File: src/rtl/wpc_pkg.sv
package wpc_pkg;
  localparam int STAT_W    = 8;
  localparam int ZONE_W    = 2;
  localparam int BUSY_BIT  = 0;
  localparam int WE_BIT    = 1;
  localparam int ZONE_LSB  = 2;
  localparam int LOCK_BIT  = 7;

  typedef enum logic [ZONE_W-1:0] {
    ZONE_NONE    = 2'b00,
    ZONE_QUARTER = 2'b01,
    ZONE_HALF    = 2'b10,
    ZONE_ALL     = 2'b11
  } wpc_zone_e;

  typedef struct packed {
    logic              lock;
    logic [ZONE_W-1:0] zone;
  } wpc_cfg_t;
endpackage

File: src/rtl/wpc_rst_sync.sv
module wpc_rst_sync #(
  parameter int STAGES = 2
) (
  input  logic clk,
  input  logic arst_n,
  output logic rst_q_n
);
  logic [STAGES-1:0] chain_q;
  logic [STAGES-1:0] chain_d;

  always_comb begin
    chain_d = {chain_q[STAGES-2:0], 1'b1};
  end

  always_ff @(posedge clk or negedge arst_n) begin
    if (!arst_n) chain_q <= '0;
    else         chain_q <= chain_d;
  end

  assign rst_q_n = chain_q[STAGES-1];
endmodule

File: src/rtl/wpc_pin_sync.sv
module wpc_pin_sync #(
  parameter int STAGES    = 2,
  parameter bit RESET_VAL = 1'b0
) (
  input  logic clk,
  input  logic rst_n,
  input  logic pin_i,
  output logic pin_o
);
  logic [STAGES-1:0] stage_q;

  genvar g;
  generate
    for (g = 0; g < STAGES; g++) begin : g_stage
      logic d;
      if (g == 0) begin : g_first
        assign d = pin_i;
      end else begin : g_next
        assign d = stage_q[g-1];
      end
      always_ff @(posedge clk or negedge rst_n) begin
        if (!rst_n) stage_q[g] <= RESET_VAL;
        else        stage_q[g] <= d;
      end
    end
  endgenerate

  assign pin_o = stage_q[STAGES-1];
endmodule

File: src/rtl/wpc_we_flag.sv
module wpc_we_flag (
  input  logic clk,
  input  logic rst_n,
  input  logic set_i,
  input  logic clr_i,
  output logic flag_o
);
  logic flag_q;
  logic flag_d;
  logic flag_en;

  always_comb begin
    flag_en = set_i | clr_i;
    if (clr_i)      flag_d = 1'b0;
    else if (set_i) flag_d = 1'b1;
    else            flag_d = flag_q;
  end

  always_ff @(posedge clk or negedge rst_n) begin
    if (!rst_n)       flag_q <= 1'b0;
    else if (flag_en) flag_q <= flag_d;
  end

  assign flag_o = flag_q;
endmodule

File: src/rtl/wpc_cfg_reg.sv
module wpc_cfg_reg
  import wpc_pkg::*;
(
  input  logic     clk,
  input  logic     rst_n,
  input  logic     load_i,
  input  wpc_cfg_t cfg_i,
  output wpc_cfg_t cfg_o
);
  wpc_cfg_t cfg_q;
  wpc_cfg_t cfg_d;

  always_comb begin
    cfg_d = load_i ? cfg_i : cfg_q;
  end

  always_ff @(posedge clk or negedge rst_n) begin
    if (!rst_n)      cfg_q <= '0;
    else if (load_i) cfg_q <= cfg_d;
  end

  assign cfg_o = cfg_q;
endmodule

File: src/rtl/wpc_zone_check.sv
module wpc_zone_check
  import wpc_pkg::*;
#(
  parameter int ADDR_W = 15
) (
  input  logic [ADDR_W-1:0] addr_i,
  input  logic [ZONE_W-1:0] zone_i,
  output logic              prot_o
);
  localparam int TOP = ADDR_W - 1;
  logic [1:0] quarter;

  assign quarter = addr_i[TOP -: 2];

  always_comb begin
    case (wpc_zone_e'(zone_i))
      ZONE_NONE:    prot_o = 1'b0;
      ZONE_QUARTER: prot_o = (quarter == 2'b11);
      ZONE_HALF:    prot_o = quarter[1];
      ZONE_ALL:     prot_o = 1'b1;
      default:      prot_o = 1'b1;
    endcase
  end
endmodule

File: src/rtl/wpc_ctrl.sv
module wpc_ctrl
  import wpc_pkg::*;
#(
  parameter int ADDR_W      = 15,
  parameter int SYNC_STAGES = 2
) (
  input  logic              clk,
  input  logic              arst_n,
  input  logic              wp_n_i,
  input  logic              busy_i,
  input  logic              we_set_i,
  input  logic              we_clr_i,
  input  logic              arr_wr_i,
  input  logic [ADDR_W-1:0] arr_addr_i,
  input  logic              cfg_wr_i,
  input  logic [STAT_W-1:0] cfg_data_i,
  output logic              arr_grant_o,
  output logic              cfg_grant_o,
  output logic              hw_locked_o,
  output logic [STAT_W-1:0] status_o
);
  logic     rst_q;
  logic     wp_n_q;
  logic     we_flag;
  logic     zone_prot;
  logic     flag_clr;
  wpc_cfg_t cfg_cur;
  wpc_cfg_t cfg_new;

  wpc_rst_sync #(.STAGES(SYNC_STAGES)) u_rst (
    .clk     (clk),
    .arst_n  (arst_n),
    .rst_q_n (rst_q)
  );

  wpc_pin_sync #(.STAGES(SYNC_STAGES), .RESET_VAL(1'b0)) u_pin (
    .clk   (clk),
    .rst_n (rst_q),
    .pin_i (wp_n_i),
    .pin_o (wp_n_q)
  );

  wpc_zone_check #(.ADDR_W(ADDR_W)) u_zone (
    .addr_i (arr_addr_i),
    .zone_i (cfg_cur.zone),
    .prot_o (zone_prot)
  );

  always_comb begin
    hw_locked_o = cfg_cur.lock & ~wp_n_q;
    arr_grant_o = arr_wr_i & we_flag & ~zone_prot;
    cfg_grant_o = cfg_wr_i & we_flag & ~hw_locked_o;
    flag_clr    = we_clr_i | arr_grant_o | cfg_grant_o;
    cfg_new.lock = cfg_data_i[LOCK_BIT];
    cfg_new.zone = cfg_data_i[ZONE_LSB +: ZONE_W];
  end

  wpc_we_flag u_flag (
    .clk    (clk),
    .rst_n  (rst_q),
    .set_i  (we_set_i),
    .clr_i  (flag_clr),
    .flag_o (we_flag)
  );

  wpc_cfg_reg u_cfg (
    .clk    (clk),
    .rst_n  (rst_q),
    .load_i (cfg_grant_o),
    .cfg_i  (cfg_new),
    .cfg_o  (cfg_cur)
  );

  always_comb begin
    status_o                        = '0;
    status_o[BUSY_BIT]              = busy_i;
    status_o[WE_BIT]                = we_flag;
    status_o[ZONE_LSB +: ZONE_W]    = cfg_cur.zone;
    status_o[LOCK_BIT]              = cfg_cur.lock;
  end
endmodule

File: config.mk
export PLATFORM = sky130hd
export DESIGN_NAME = wpc_ctrl
export DESIGN_NICKNAME = d
export VERILOG_FILES = /design/src/rtl/wpc_pkg.sv /design/src/rtl/wpc_rst_sync.sv /design/src/rtl/wpc_pin_sync.sv /design/src/rtl/wpc_we_flag.sv /design/src/rtl/wpc_cfg_reg.sv /design/src/rtl/wpc_zone_check.sv /design/src/rtl/wpc_ctrl.sv
export SDC_FILE = /design/constraint.sdc
export NUM_CORES = 1
export LEC_CHECK = 0
export ABC_AREA = 1
export CORE_UTILIZATION = 25
export DETAILED_ROUTE_END_ITERATION = 12
export GPL_TIMING_DRIVEN = 0
export PLACE_DENSITY = 0.76
export SYNTH_ARGS = -nofsm -noshare
export SYNTH_HDL_FRONTEND = slang
export SYNTH_HIERARCHICAL = 1
export SYNTH_SLANG_ARGS = --single-unit
File: constraint.sdc
create_clock -name clk -period 1.22 [get_ports clk]
set_input_delay 0.305 -clock clk [delete_from_list [all_inputs] [get_ports clk]]
set_output_delay 0.305 -clock clk [all_outputs]
set_load 0.02 [all_outputs]
==> summary.md <==
| Metric | Value |
|---|---|
| Detailed placement HPWL | `491 µm` |
| Share of post-route cells with drive strength above 1 | `40.3%` |
| R2R depth | `8` |
| CTS H-tree depth | `1` |
| Routed vias/inst | `~3.9` |
| Hold Crit Class | `flop to asynchronous set/reset pin` |
| Total negative slack | `-331 ps` |
| Die height | `39.9 µm` |
| Core Area | `about 0.0013 mm²` |
| Syn-to-layout area delta | `79.1%` |
| Clock Skew | `4.95 ps` |
| First-pass GRT wire length | `between 900 and 1000 µm` |
| P_int | `around 0.57 mW` |
| Number of max-cap violations | `0` |
| DR pass1 iterations | `1` |
| Syn Std Cell Area | `roughly 360 µm²` |
| CTS tree | `done` |
| Clock slew at reported path FFs | `about 50 ps` |
| Post-route ant nets | `0` |
| GR Overflow Total | `0` |
| Total Die Area | `about 0.0016 mm²` |
| Initial Util | `a little over a quarter` |
| I/O pin total | `42` |
| Area of the multi-input gates | `between 100 and 150 µm²` |
| # nets final | `roughly 110` |
| CP Class | `flop to output pin` |
| Flops & latches, synth | `8` |
| Pwr per Cell Area | `roughly 1300 mW/mm²` |
| Hold Vio Cnt, Final | `0` |
| Setup ws final | `-212 ps` |
| Crit end category | `output pin` |
| Post-synth top cells | `nand2_1, dfrtp_1, inv_1, buf_4` |
| Routed WL | `678 µm` |
| FMAX | `between 600 and 700 MHz` |
| Worst R2R Start | `u_cfg/cfg_o[0]$_DFFE_PN0P_` |
| CTS Buf Count | `3` |
| Combinational share of power | `between 30% and 40%` |
| Vias | `338` |
| Initial drt markers | `0` |
| Port buffer count | `19` |
| NetSw | `around 0.26 mW` |
| Max-slew violation count | `0` |
| # fillers | `about 150` |
| Tcrit/Tclk final | `117%` |
| CTS Root Cell | `clkbuf_4` |
| P_leak | `approximately 0.36 nW` |
| Arr. time, crit path | `roughly 1100 ps` |
| Most used flip-flop cell after synthesis | `dfrtp_1` |
| Crit path from | `u_cfg/cfg_o[0]$_DFFE_PN0P_` |
| DP Worst Slack | `-786 ps` |
| Post-synth EDFFs | `0` |
| CP Max Fanout | `4` |
| Worst-path cell chain | `o21ai_1 > nand2_1 > inv_1 > nand3_2 > inv_2 > buf_6` |
| Largest net degree at the start of global routing | `7` |
| Rows | `13` |
| DR DRC count | `0` |
| Cell with the most instances after synthesis | `nand2_1` |
| N_diodes | `0` |
| Syn Area/Cell | `approximately 8.5 µm²` |
| Synth top area share | `55.7%` |
| Library cells used by synthesis | `11` |
| Critical path depth | `6` |
| Clock Latency Late Sink | `250 ps` |
| Required time of the critical path | `between 900 and 1000 ps` |
| Vias in the first global route | `276` |
| Switching Fraction | `31.7%` |
| Routability cong. | `approximately 0.72` |
| CTS Hold Buffers Added | `0` |
| WP buf/inv | `3` |
| CP top delay family | `flip-flops` |
| Clk pwr share | `23.1%` |
| Tot GR Track Use | `under 10%` |
| Clk buf depth | `2` |
| Max VDD drop | `0.639 mV` |
| Outcome | `finished, violations left` |
| Slowest-stage cell, CP | `dfrtp_1` |
| Seq/Total Area, Yosys | `about 56%` |
| Crit path largest cell delay | `~400 ps` |
| Post-Syn Instances | `between 40 and 50` |
| Sequential cell fraction of total power | `between 40% and 50%` |
| Failing checks | `setup timing` |
| Die X | `between 30 and 40 µm` |
| Fin crit period | `1430 ps` |
| RSZ-0062 raised after global routing | `true` |
| Synth warn | `6` |
| DR WL/cell | `approximately 8 µm` |
| Worst Setup Start Kind | `flop` |
| Storage cell area | `~200 µm²` |
| Initial antenna violation count | `0` |
| Ys async rst share | `100%` |
| Final Setup Violations | `3` |
| Yosys top cell by area | `dfrtp_1` |
| Clk sinks | `8` |
| Top area cells in the synthesized netlist | `dfrtp_1, nand2_1, buf_4` |
## power by group through the flow
| stage | clock (mW) | sequential, mW | combinational [mW] |
|---|---|---|---|
| 2_1_floorplan | 0 | 0.379 | 0.106 |
| 3_3_place_gp | 0 | 0.345 | 0.283 |
| 3_5_place_dp | 0 | 0.348 | 0.282 |
| 4_1_cts | 0.205 | 0.343 | 0.301 |
| 5_1_grt | 0.213 | 0.350 | 0.327 |
| 6_report | 0.193 | 0.341 | 0.301 |
## layer usage
layer / vias to the layer above / GRT usage, % / part of all wire [%] / routed length [µm]
met3: 0 / 1.70 / 11 / 77
met4: 0 / 10.3 / 0 / 0
met2: 17 / 14.1 / 47 / 317
met5: - / 0 / 0 / 0
met1: 147 / 10.9 / 42 / 283
li1: 174 / - / - / -
## what timing repair did
item                                    4_1_cts  5_1_grt
setup buffers                                 5        1
endpoints found under the setup margin        8        6
pin swaps                                     5        2
resized for setup                            39        4
## layout make-up
cell class	instances	share of cell area, %
Inverter	8	4.67
Clock buffer	3	3.50
Tap cell	15	2.92
Multi-Input combinational cell	23	16.5
Sequential cell	8	31.1
Timing Repair Buffer	25	34.8
Buffer	5	6.42
## final timing paths
path | endpoint | slack [ps]
min in group clk | u_pin/pin_o$_DFF_PN0_ | 350
max in group asynchronous | u_rst/chain_q[0]$_DFF_PN0_ | 890
worst max register to register | u_flag/flag_o$_DFFE_PN0P_ | 30
worst min register to register | u_cfg/cfg_o[1]$_DFFE_PN0P_ | 90
worst max-delay path | arr_grant_o | -210
worst min-delay path | u_cfg/cfg_o[1]$_DFFE_PN0P_ | 90
## cell usage in the layout (no fill, tap or decap)
| master | count |
|---|---|
| dlygate4sd2_1 | 5 |
| nand2_1 | 11 |
| nand2_2 | 2 |
| dfrtp_1 | 8 |
| nand3_1 | 1 |
| o21ai_1 | 1 |
| nand3_2 | 2 |
| clkbuf_4 | 3 |
| conb_1 | 4 |
| buf_6 | 5 |
| buf_4 | 10 |
| nor2_1 | 2 |
| clkdlybuf4s50_1 | 8 |
| buf_2 | 2 |
| inv_2 | 5 |
| inv_1 | 3 |
## worst reg2reg max path: cells and delay by family, from the launching register on
kind            cells  cell delay, ps
simple gates        4             230
compound gates      1             130
buf+inv             3             320
flops               1             400
## flip-flops by register name (all words and copies together) (netlist names)
register and cells:
u_pin/g_stage.d 1, u_rst/chain_q 2, u_cfg/cfg_o 3, u_flag/flag_o 1, u_pin/pin_o 1
## cell families after synthesis
kind of cell	Yosys count	share of synthesized area, %
buffers and inverters	13	18.8
AO/OA/AOI/OAI	1	1.39
flip-flops	8	55.7
other	2	2.09
AND/OR/NAND/NOR	18	22.0
## through the flow
step           hold slack, ps  cells  power [mW]  util [%]  cell area (µm²)
2_1_floorplan            9.41     44       0.485         -              367
3_3_place_gp             92.6     78       0.627      43.7              576
3_5_place_dp             98.7     78       0.629      43.7              576
4_1_cts                   103     86       0.848      48.4              638
5_1_grt                   116     87       0.890      48.8              643
6_report                 93.2     87       0.835      48.8              643
No activity file was read; power rests on OpenSTA's default activity.
